$ cat config.mk
export PLATFORM = sky130hd
export DESIGN_NAME = term_regs
export DESIGN_NICKNAME = d
export VERILOG_FILES = /design/src/rtl/term_regs_pkg.sv /design/src/rtl/tr_ctl_reg.sv /design/src/rtl/tr_addr_latch.sv /design/src/rtl/tr_status_core.sv /design/src/rtl/term_regs.sv
export SDC_FILE = /design/constraint.sdc
export NUM_CORES = 1
export LEC_CHECK = 0
export CAP_MARGIN = 20
export CORE_AREA = 2 2 62 64
export CTS_BUF_LIST = sky130_fd_sc_hd__clkbuf_2
export DETAILED_ROUTE_END_ITERATION = 6
export DIE_AREA = 0 0 64 66
export GPL_TIMING_DRIVEN = 0
export PLACE_DENSITY_LB_ADDON = 0.1
export SYNTH_ARGS = -nofsm -noshare
export SYNTH_HDL_FRONTEND = slang
export SYNTH_HIERARCHICAL = 1
export SYNTH_SLANG_ARGS = --single-unit
$ cat constraint.sdc
create_clock -name clk -period 1.9 [get_ports clk]
set_input_delay 0.285 -clock clk [delete_from_list [all_inputs] [get_ports clk]]
set_output_delay 0.285 -clock clk [all_outputs]
set_load 0.05 [all_outputs]
$ cat src/rtl/term_regs_pkg.sv
package term_regs_pkg;
  localparam int TA_W   = 5;
  localparam int CTRL_W = 13;
  localparam int STAT_W = 16;
  localparam int SWF_W  = 5;

  localparam logic [CTRL_W-1:0] CTRL_RST = 13'h1E0B;

  // control bit positions
  localparam int C_CHA   = 0;
  localparam int C_CHB   = 1;
  localparam int C_TFLAG = 2;
  localparam int C_BUSY  = 3;
  localparam int C_SUBS  = 4;
  localparam int C_STCH  = 5;
  localparam int C_STEN  = 6;
  localparam int C_SRQ   = 7;
  localparam int C_INSTR = 8;
  localparam int C_BCAST = 9;
  localparam int C_MODE  = 10;
  localparam int C_DISC  = 11;
  localparam int C_LONG  = 12;

  // status-word flags copied on a latch event
  typedef struct packed {
    logic tflag;
    logic busy;
    logic subsys;
    logic srq;
    logic instr;
  } sw_flags_t;

  localparam sw_flags_t SWF_RST = '{tflag: 1'b0, busy: 1'b1, subsys: 1'b0,
                                    srq: 1'b0, instr: 1'b0};
endpackage

$ cat src/rtl/tr_ctl_reg.sv
module tr_ctl_reg #(
  parameter int          W   = 13,
  parameter logic [W-1:0] RST = '0
) (
  input  logic         clk,
  input  logic         rst_n,
  input  logic         wr_en,
  input  logic [W-1:0] d,
  output logic [W-1:0] q
);
  always_ff @(posedge clk) begin
    if (!rst_n)     q <= RST;
    else if (wr_en) q <= d;
  end
endmodule

$ cat src/rtl/tr_addr_latch.sv
module tr_addr_latch #(
  parameter int TA_W = 5
) (
  input  logic            clk,
  input  logic            rst_n,
  input  logic [TA_W-1:0] pins,
  input  logic            par_pin,
  output logic [TA_W-1:0] ta,
  output logic            tpar,
  output logic            par_err,
  output logic            pin_bad
);
  // odd total of ones is correct
  assign pin_bad = ~(^{pins, par_pin});

  always_ff @(posedge clk) begin
    if (!rst_n) begin
      ta      <= pins;
      tpar    <= par_pin;
      par_err <= pin_bad;
    end
  end
endmodule

$ cat src/rtl/tr_status_core.sv
module tr_status_core #(
  parameter int TA_W = 5
) (
  input  logic            clk,
  input  logic            rst_n,
  input  logic            rst_bad,
  input  logic            par_err,
  input  logic            rd_clr,
  input  logic            ev_cmd,
  input  logic            ev_chan_a,
  input  logic            ev_is_sa,
  input  logic [TA_W-1:0] ev_mcsa,
  input  logic            ev_valid,
  input  logic            ev_merr,
  input  logic            ev_err_active,
  input  logic            ev_tf_inhibit,
  input  logic            ev_tf_override,
  output logic            val_bit,
  output logic            merr_bit,
  output logic            merr_pin,
  output logic            tf_en,
  output logic [TA_W-1:0] cmd_mcsa,
  output logic            cmd_is_sa,
  output logic            cmd_cha
);
  localparam int NSTICKY = 2;

  // index 0: valid message, index 1: message error
  logic [NSTICKY-1:0] st_set, st_hold, st_rst, st_q;

  assign st_set  = {ev_merr, ev_valid};
  assign st_hold = {ev_err_active | par_err, 1'b0};
  assign st_rst  = {rst_bad, 1'b0};

  for (genvar i = 0; i < NSTICKY; i++) begin : g_sticky
    always_ff @(posedge clk) begin
      if (!rst_n)                     st_q[i] <= st_rst[i];
      else if (st_set[i])             st_q[i] <= 1'b1;
      else if (rd_clr && !st_hold[i]) st_q[i] <= 1'b0;
    end
  end

  assign val_bit  = st_q[0];
  assign merr_bit = st_q[1];

  always_ff @(posedge clk) begin
    if (!rst_n)       merr_pin <= rst_bad;
    else if (ev_merr) merr_pin <= 1'b1;
    else if (ev_cmd)  merr_pin <= 1'b0;
  end

  always_ff @(posedge clk) begin
    if (!rst_n)              tf_en <= 1'b1;
    else if (ev_tf_inhibit)  tf_en <= 1'b0;
    else if (ev_tf_override) tf_en <= 1'b1;
  end

  always_ff @(posedge clk) begin
    if (!rst_n) begin
      cmd_mcsa  <= '0;
      cmd_is_sa <= 1'b0;
      cmd_cha   <= 1'b1;
    end else if (ev_cmd) begin
      cmd_mcsa  <= ev_mcsa;
      cmd_is_sa <= ev_is_sa;
      cmd_cha   <= ev_chan_a;
    end
  end
endmodule

$ cat src/rtl/term_regs.sv
module term_regs
  import term_regs_pkg::*;
#(
  parameter int TA_WIDTH = TA_W
) (
  input  logic                clk,
  input  logic                rst_n,
  input  logic [TA_WIDTH-1:0] ta_pins,
  input  logic                ta_par_pin,
  input  logic                host_cs,
  input  logic                host_reg,
  input  logic                host_rnw,
  input  logic                host_oe,
  input  logic [CTRL_W-1:0]   host_wdata,
  output logic [STAT_W-1:0]   host_rdata,
  input  logic                ev_cmd,
  input  logic                ev_chan_a,
  input  logic                ev_is_sa,
  input  logic [TA_WIDTH-1:0] ev_mcsa,
  input  logic                ev_valid,
  input  logic                ev_merr,
  input  logic                ev_err_active,
  input  logic                ev_tf_inhibit,
  input  logic                ev_tf_override,
  input  logic                ev_selftest,
  input  logic                ev_term_active,
  input  logic                sw_latch,
  output logic                chan_a_en,
  output logic                chan_b_en,
  output logic                sw_tflag,
  output logic                sw_busy,
  output logic                sw_subsys,
  output logic                sw_srq,
  output logic                sw_instr,
  output logic                bcast_en,
  output logic                notice3_sel,
  output logic                st_en,
  output logic                st_chan_a,
  output logic                long_alert,
  output logic                merr_out,
  output logic                disc_tact_out
);
  localparam logic [TA_WIDTH-1:0] TA_ALL1 = '1;

  logic                wr_en, rd_en;
  logic [CTRL_W-1:0]   ctrl_q;
  logic [TA_WIDTH-1:0] ta_q;
  logic                tpar_q, par_err, pin_bad;
  logic                val_bit, merr_bit, tf_en, cmd_is_sa, cmd_cha;
  logic [TA_WIDTH-1:0] cmd_mcsa;
  logic [STAT_W-1:0]   stat_now;
  sw_flags_t           swf_q;

  assign wr_en = host_cs & host_reg & ~host_rnw & ~host_oe;
  assign rd_en = host_cs & host_reg &  host_rnw &  host_oe;

  tr_ctl_reg #(.W(CTRL_W), .RST(CTRL_RST)) u_ctl (
    .clk(clk), .rst_n(rst_n), .wr_en(wr_en), .d(host_wdata), .q(ctrl_q)
  );

  tr_addr_latch #(.TA_W(TA_WIDTH)) u_addr (
    .clk(clk), .rst_n(rst_n), .pins(ta_pins), .par_pin(ta_par_pin),
    .ta(ta_q), .tpar(tpar_q), .par_err(par_err), .pin_bad(pin_bad)
  );

  tr_status_core #(.TA_W(TA_WIDTH)) u_stat (
    .clk(clk), .rst_n(rst_n), .rst_bad(pin_bad), .par_err(par_err),
    .rd_clr(rd_en), .ev_cmd(ev_cmd), .ev_chan_a(ev_chan_a),
    .ev_is_sa(ev_is_sa), .ev_mcsa(ev_mcsa), .ev_valid(ev_valid),
    .ev_merr(ev_merr), .ev_err_active(ev_err_active),
    .ev_tf_inhibit(ev_tf_inhibit), .ev_tf_override(ev_tf_override),
    .val_bit(val_bit), .merr_bit(merr_bit), .merr_pin(merr_out),
    .tf_en(tf_en), .cmd_mcsa(cmd_mcsa), .cmd_is_sa(cmd_is_sa),
    .cmd_cha(cmd_cha)
  );

  assign chan_a_en = ctrl_q[C_CHA] & ~par_err;
  assign chan_b_en = ctrl_q[C_CHB] & ~par_err;

  always_comb begin
    stat_now = '0;
    stat_now[TA_WIDTH-1:0] = cmd_mcsa;
    stat_now[5]  = cmd_is_sa;
    stat_now[6]  = cmd_cha;
    stat_now[7]  = chan_b_en;
    stat_now[8]  = chan_a_en;
    stat_now[9]  = tf_en;
    stat_now[10] = ctrl_q[C_BUSY];
    stat_now[11] = ev_selftest;
    stat_now[12] = par_err;
    stat_now[13] = merr_bit;
    stat_now[14] = val_bit;
    stat_now[15] = ev_term_active;
  end

  assign host_rdata = rd_en ? stat_now : '0;

  always_ff @(posedge clk) begin
    if (!rst_n) swf_q <= SWF_RST;
    else if (sw_latch) begin
      swf_q.tflag  <= ctrl_q[C_TFLAG] & tf_en;
      swf_q.busy   <= ctrl_q[C_BUSY];
      swf_q.subsys <= ctrl_q[C_SUBS];
      swf_q.srq    <= ctrl_q[C_SRQ];
      swf_q.instr  <= ctrl_q[C_INSTR];
    end
  end

  assign sw_tflag  = swf_q.tflag;
  assign sw_busy   = swf_q.busy;
  assign sw_subsys = swf_q.subsys;
  assign sw_srq    = swf_q.srq;
  assign sw_instr  = swf_q.instr;

  assign bcast_en    = ctrl_q[C_BCAST];
  assign notice3_sel = ctrl_q[C_MODE];
  assign st_en       = ctrl_q[C_STEN];
  assign st_chan_a   = ctrl_q[C_STCH];
  assign long_alert  = ctrl_q[C_LONG];

  assign disc_tact_out = ctrl_q[C_DISC] ? ((ta_q == TA_ALL1) & tpar_q)
                                        : ev_term_active;
endmodule

==> results of run 1 <==
## stage by stage
step	utilization	worst slack [ns]	cells	cell area (um2)
3_5_place_dp	0.647	-0.577	250	2300
5_1_grt	0.649	0.00147	258	2300
6_report	0.649	0.0629	258	2300
2_1_floorplan	-	-0.0636	134	1560
3_3_place_gp	0.647	-0.566	250	2300
4_1_cts	0.653	0.0163	258	2320
## worst max-delay path: cells and delay by family
kind	cells	cell delay, ns
buffers and inverters	4	0.92
AND/OR/NAND/NOR	2	0.35
## what timing repair did
item | CTS | global route
endpoints found under the setup margin | 19 | 20
pin swaps | 0 | 1
gates resized for setup | 78 | 29
## cell type report
cell class / count / share of cell area
flip-flops and latches: 36 / 0.352
repair buffers: 68 / 0.279
clock inverters: 1 / 0.00163
well taps: 48 / 0.0261
plain buffers: 8 / 0.0359
multi-input cells: 86 / 0.284
inverters: 4 / 0.00652
clock buffers: 7 / 0.0152
## cells in the mapped netlist, types with 2 or more instances
master | number | area share
buf_2 | 2 | 0.0064
mux2i_1 | 24 | 0.15
edfxtp_1 | 9 | 0.17
xnor2_1 | 2 | 0.011
and2_4 | 7 | 0.039
inv_1 | 4 | 0.0097
dfxtp_1 | 27 | 0.35
buf_6 | 4 | 0.029
and2_1 | 9 | 0.036
nor2b_1 | 18 | 0.072
nand3_1 | 2 | 0.0064
nand2_1 | 10 | 0.024
## worst paths after layout
path / startpoint / endpoint / cells after the start
max: host_cs / host_rdata[14] / 6
min: ev_cmd / u_stat/cmd_cha / 3
max reg2reg: u_addr/par_err / u_stat/merr_bit / 1
min reg2reg: sw_tflag / sw_tflag / 2
## kinds of logic (layout without fill, tap and decap cells)
group,count (synthesis),after routing
AND/OR/NAND/NOR,52,52
AO/OA/AOI/OAI,5,5
flip-flops,36,36
buffers and inverters,12,88
XOR/XNOR,4,4
multiplexers,25,25
## report_power, final
group          switching, mW  total (mW)  internal, mW
Sequential            0.0196       0.854         0.834
Combinational          0.162       0.322         0.160
Clock                  0.238       0.337        0.0987
## layer usage
layer | track usage | wire length [um] | vias to the layer above
met4 | 0.0897 | 54 | 0
met1 | 0.189 | 1390 | 568
met2 | 0.328 | 1820 | 36
met3 | 0.0443 | 188 | 7
li1 | - | - | 596
met5 | 0 | 0 | -
## flip-flops by register name (all words and copies together), names as in the netlist
register and count:
u_stat/val_bit 1, u_stat/cmd_mcsa 5, u_stat/merr_pin 1, u_addr/ta 5, sw_instr 1, u_stat/tf_en 1
sw_srq 1, sw_tflag 1, u_ctl/q 13, sw_subsys 1, u_stat/merr_bit 1, u_addr/tpar 1
u_stat/cmd_is_sa 1, u_addr/par_err 1, sw_busy 1, u_stat/cmd_cha 1
==> results.toml, run 1 <==
[clocking]
clock_sinks = 36
htree_num_levels = 2
clk_path_buf_depth = 2
cts_tree = "yes"
ctsHoldBuffers = 0
cts_buffers = 5
path_clk_slew_ns = 0.17
cts-root-buf = "clkbuf_2"
worstSkewPairLatency_ns = 0.37
post-cts-setup-buffers = 0

[timing]
rsz0062_at_grt = "no"
tightest_slew_ns = 0.533
setup_viol = 0
fin_skew_ns = 0.0123
fin_crit_sh = 0.967
hold_viol_final = 0
max_slew_margin = 0.644
holdWs_ns = 0.187
setup_tns_ns = 0
maxSlewViolCount = 0
clock.fmax_ghz = 0.544
post-route-min-period_ns = 1.84

[final_layout]
seq_area_um2 = 811
drive_above_1_share = 0.195
multi_input_area_um2 = 653
diodes = 0
fill_cells = 312
layout_common_cells = "47 x clkdlybuf4s50_1, 27 x dfxtp_1, 24 x mux2i_1, 18 x nor2b_1"
final_common_cell = "clkdlybuf4s50_1"
layout.nets = 250
synthToLayoutAreaGrowth_pct = 48.1

[drt]
ant_nets = 0
wl_mm = 3.46
routed_via_density = 4.68
drtIter0Drc = 24
wl_per_cell_um = 13.4
via_count = 1207
drt_pre_antenna_iters = 4
drc = 0

[logic_synthesis]
synthAdderAreaFrac = 0
ys_warn_count = 6
syn_inst = 134
synth_async_sr_flop_share = 0
muxShareOfSynthArea = 0.162
synth_flop_cell = "dfxtp_1"
syn_area_mm2 = 0.00156
synth_cell_types = 28
synth_top_family_by_area = "simple AND/OR/NAND/NOR gates"
synth_xor_area_frac = 0.0314
yosys.area_share.simple = 0.203
ys_ff_latch = 36
synth_edf_count = 9
syn_nets = 175
yosysSeqAreaShare = 0.521
synth_area_per_cell_um2 = 11.6
synth_compound_area_frac = 0.0225

[floorplanning]
io_pins = 71
die_w_um = 64
core-area_mm2 = 0.00355
row_count = 22
die_y_um = 66
initial_core_util = 0.438
fp.dieArea_mm2 = 0.00422

[worst_setup_path]
cp.arrival_ns = 1.55
reg2reg_setup_slack_ns = 0.71
crit_slowest_cell = "clkdlybuf4s50_1"
slowest_delay_ns = 0.48
cp-end-kind = "output port"
cp-start-kind = "primary input"
required_ns = 1.62
worstPathCellList = "clkdlybuf4s50_1 -> and4_1 -> buf_6 -> buf_8 -> and2_4 -> buf_4"
path_class = "in -> out"
cp_max_fo = 11

[global_route]
antenna_found_initial = 0
grt_max_degree = 14
grt_pass1_wl_mm = 5.68
grt.overflow.total = 0
grt_pass1_vias = 1250
grt_usage = 0.178

[power_and_ir_drop]
p_leak_nw = 0.935
total_power_mw = 1.51
ir_drop_v = 0.000514
p_per_area_mw_per_mm2 = 656

[hold_path]
hold_path_class = "in -> reg"

[placement]
place_congestion = 0.667
hpwlAfterDp_mm = 2.59
portBuffers = 68

[status]
status = "completed"

[run]
drv_cap = 0
Power figures use the tool's default switching activity.
==> run 2: changes to the inputs <==
--- a/config.mk
+++ b/config.mk
@@ -6,10 +6,10 @@
 export NUM_CORES = 1
 export LEC_CHECK = 0
 export CAP_MARGIN = 20
-export CORE_AREA = 2 2 62 64
+export CORE_AREA = 2 2 45 89
 export CTS_BUF_LIST = sky130_fd_sc_hd__clkbuf_2
 export DETAILED_ROUTE_END_ITERATION = 6
-export DIE_AREA = 0 0 64 66
+export DIE_AREA = 0 0 47 91
 export GPL_TIMING_DRIVEN = 0
 export PLACE_DENSITY_LB_ADDON = 0.1
 export SYNTH_ARGS = -nofsm -noshare
==> run 2 against run 1 <==
- total power fell by 1.8%
- global-route usage rose by 0.24 points
- sequential share of layout area decreased by 0.076 points
- first-iteration DRC count fell by 100%
- design area grew 0.22%
- critical path depth is the same
- combinational power about the same
- register-to-register slack got worse by 0.04 ns
- utilization down 0.18 points
- wire length hardly changed
- worst setup slack better by 0.0041 ns
- via count down 0.99%
- critical endpoint is now host_rdata[8]
- largest power group unchanged
- highest routed layer unchanged
==> results.toml, run 2 (synthesized netlist as in run 1, its figures left out) <==
[clocking]
htree_num_levels = 2
cts_buffers = 5
path_clk_slew_ns = 0.16
ctsResizeCount = 81
clk_path_buf_depth = 2
clock_sinks = 36
post-cts-setup-buffers = 0
ctsHoldBuffers = 0
cts_tree = "yes"
worstSkewPairLatency_ns = 0.34
cts-root-buf = "clkbuf_2"

[timing]
rsz0062_at_grt = "no"
post-route-min-period_ns = 1.83
holdWs_ns = 0.221
setup_ws_ns = 0.0670
max_slew_margin = 0.657
fin_crit_sh = 0.965
hold_viol_final = 0
clock.fmax_ghz = 0.546
fin_skew_ns = 0.0127
setup_viol = 0
tightest_slew_ns = 0.513
maxSlewViolCount = 0

[final_layout]
drive_above_1_share = 0.190
final_common_cell = "clkdlybuf4s50_1"
synthToLayoutAreaGrowth_pct = 48.4
diodes = 0
largest-register = "u_ctl/q"
largest_register_ffs = 13
fill_cells = 315
layout.nets = 250
layout_common_cells = "48 x clkdlybuf4s50_1, 27 x dfxtp_1, 24 x mux2i_1, 18 x nor2b_1, 12 x buf_6"
top_regs = "u_ctl/q x13, u_addr/ta x5, u_stat/cmd_mcsa x5"

[power_and_ir_drop]
switching_power_uw = 402
ir_drop_v = 0.000398
combPwrFrac = 0.216
p_leak_nw = 0.953
p_int_mw = 1.08
p_per_area_mw_per_mm2 = 643
seqPwrFrac = 0.576
total_power_mw = 1.49
swShare = 0.271
clkPwrFrac = 0.208

[floorplanning]
die_w_um = 47
core-area_mm2 = 0.00357
fp.dieArea_mm2 = 0.00428
io_pins = 71
die_y_um = 91
initial_core_util = 0.436
row_count = 31

[global_route]
antenna_found_initial = 0
grt_pass1_vias = 1310
grt.overflow.total = 0
grt_pass1_wl_mm = 5.70
grt_max_degree = 14
grt_usage = 0.181

[drt]
via_count = 1195
wl_per_cell_um = 13.3
drtIter0Drc = 0
ant_nets = 0
drt_pre_antenna_iters = 1
routed_via_density = 4.61
drc = 0
wl_mm = 3.45

[worst_setup_path]
slowest_delay_ns = 0.48
worstPathCellList = "clkdlybuf4s50_1 -> and4_1 -> buf_6 -> buf_8 -> and2_1 -> buf_6"
cp_max_fo = 11
crit_top_cell = "buf_6"
reg2reg_setup_slack_ns = 0.67
cp.arrival_ns = 1.55
crit_slowest_cell = "clkdlybuf4s50_1"
required_ns = 1.62
cp-start-kind = "primary input"
path_class = "in -> out"
cp-end-kind = "output port"

[status]
status = "completed"

[placement]
pre_cts_ws_ns = -0.603
place_congestion = 0.690
hpwlAfterDp_mm = 2.78
portBuffers = 68

[hold_path]
hold_path_class = "in -> reg"

[run]
drv_cap = 0
-- run 2: worst paths after layout --
kind | start | to | cells after the start
worst max-delay path | host_cs | host_rdata[8] | 6
worst min register to register | u_stat/cmd_cha | u_stat/cmd_cha | 2
worst min-delay path | ev_cmd | u_stat/cmd_cha | 3
worst max register to register | u_addr/par_err | u_stat/merr_bit | 1
-- run 2: final cells by class --
class	count	area, um2	area share
sequential	36	811	0.351
multi-input combinational	86	653	0.283
timing repair buffer	68	648	0.281
buffer	8	82.6	0.0358
tap	49	61.3	0.0266
clock buffer	6	30.0	0.0130
inverter	4	15.0	0.00650
clock inverter	2	7.51	0.00325
-- run 2: worst max-delay path: cells and delay by family --
family                 cells  cell delay, ns
buffers and inverters      4            0.90
AND/OR/NAND/NOR            2            0.36
-- run 2: per-stage QoR --
stage	area [um2]	setup TNS [ns]	std cells	util
floorplan	1560	-0.127	134	-
CTS	2310	0	259	0.647
finish	2310	0	259	0.647
global placement	2300	-7.86	251	0.644
detailed placement	2300	-8.55	251	0.644
global route	2310	0	259	0.647
-- run 2: power groups by stage --
stage	clock network, mW	logic (mW)	registers (mW)
2_1_floorplan	0	0.154	0.893
4_1_cts	0.331	0.323	0.855
5_1_grt	0.365	0.341	0.860
6_report	0.309	0.321	0.855
3_3_place_gp	0	0.324	0.868
3_5_place_dp	0	0.331	0.872
-- run 2: layer usage --
metal  global-route usage  part of all wire
met1                0.177              0.33
met2                0.331              0.59
met3               0.0437             0.059
met4               0.0694             0.015
met5                    0                 0
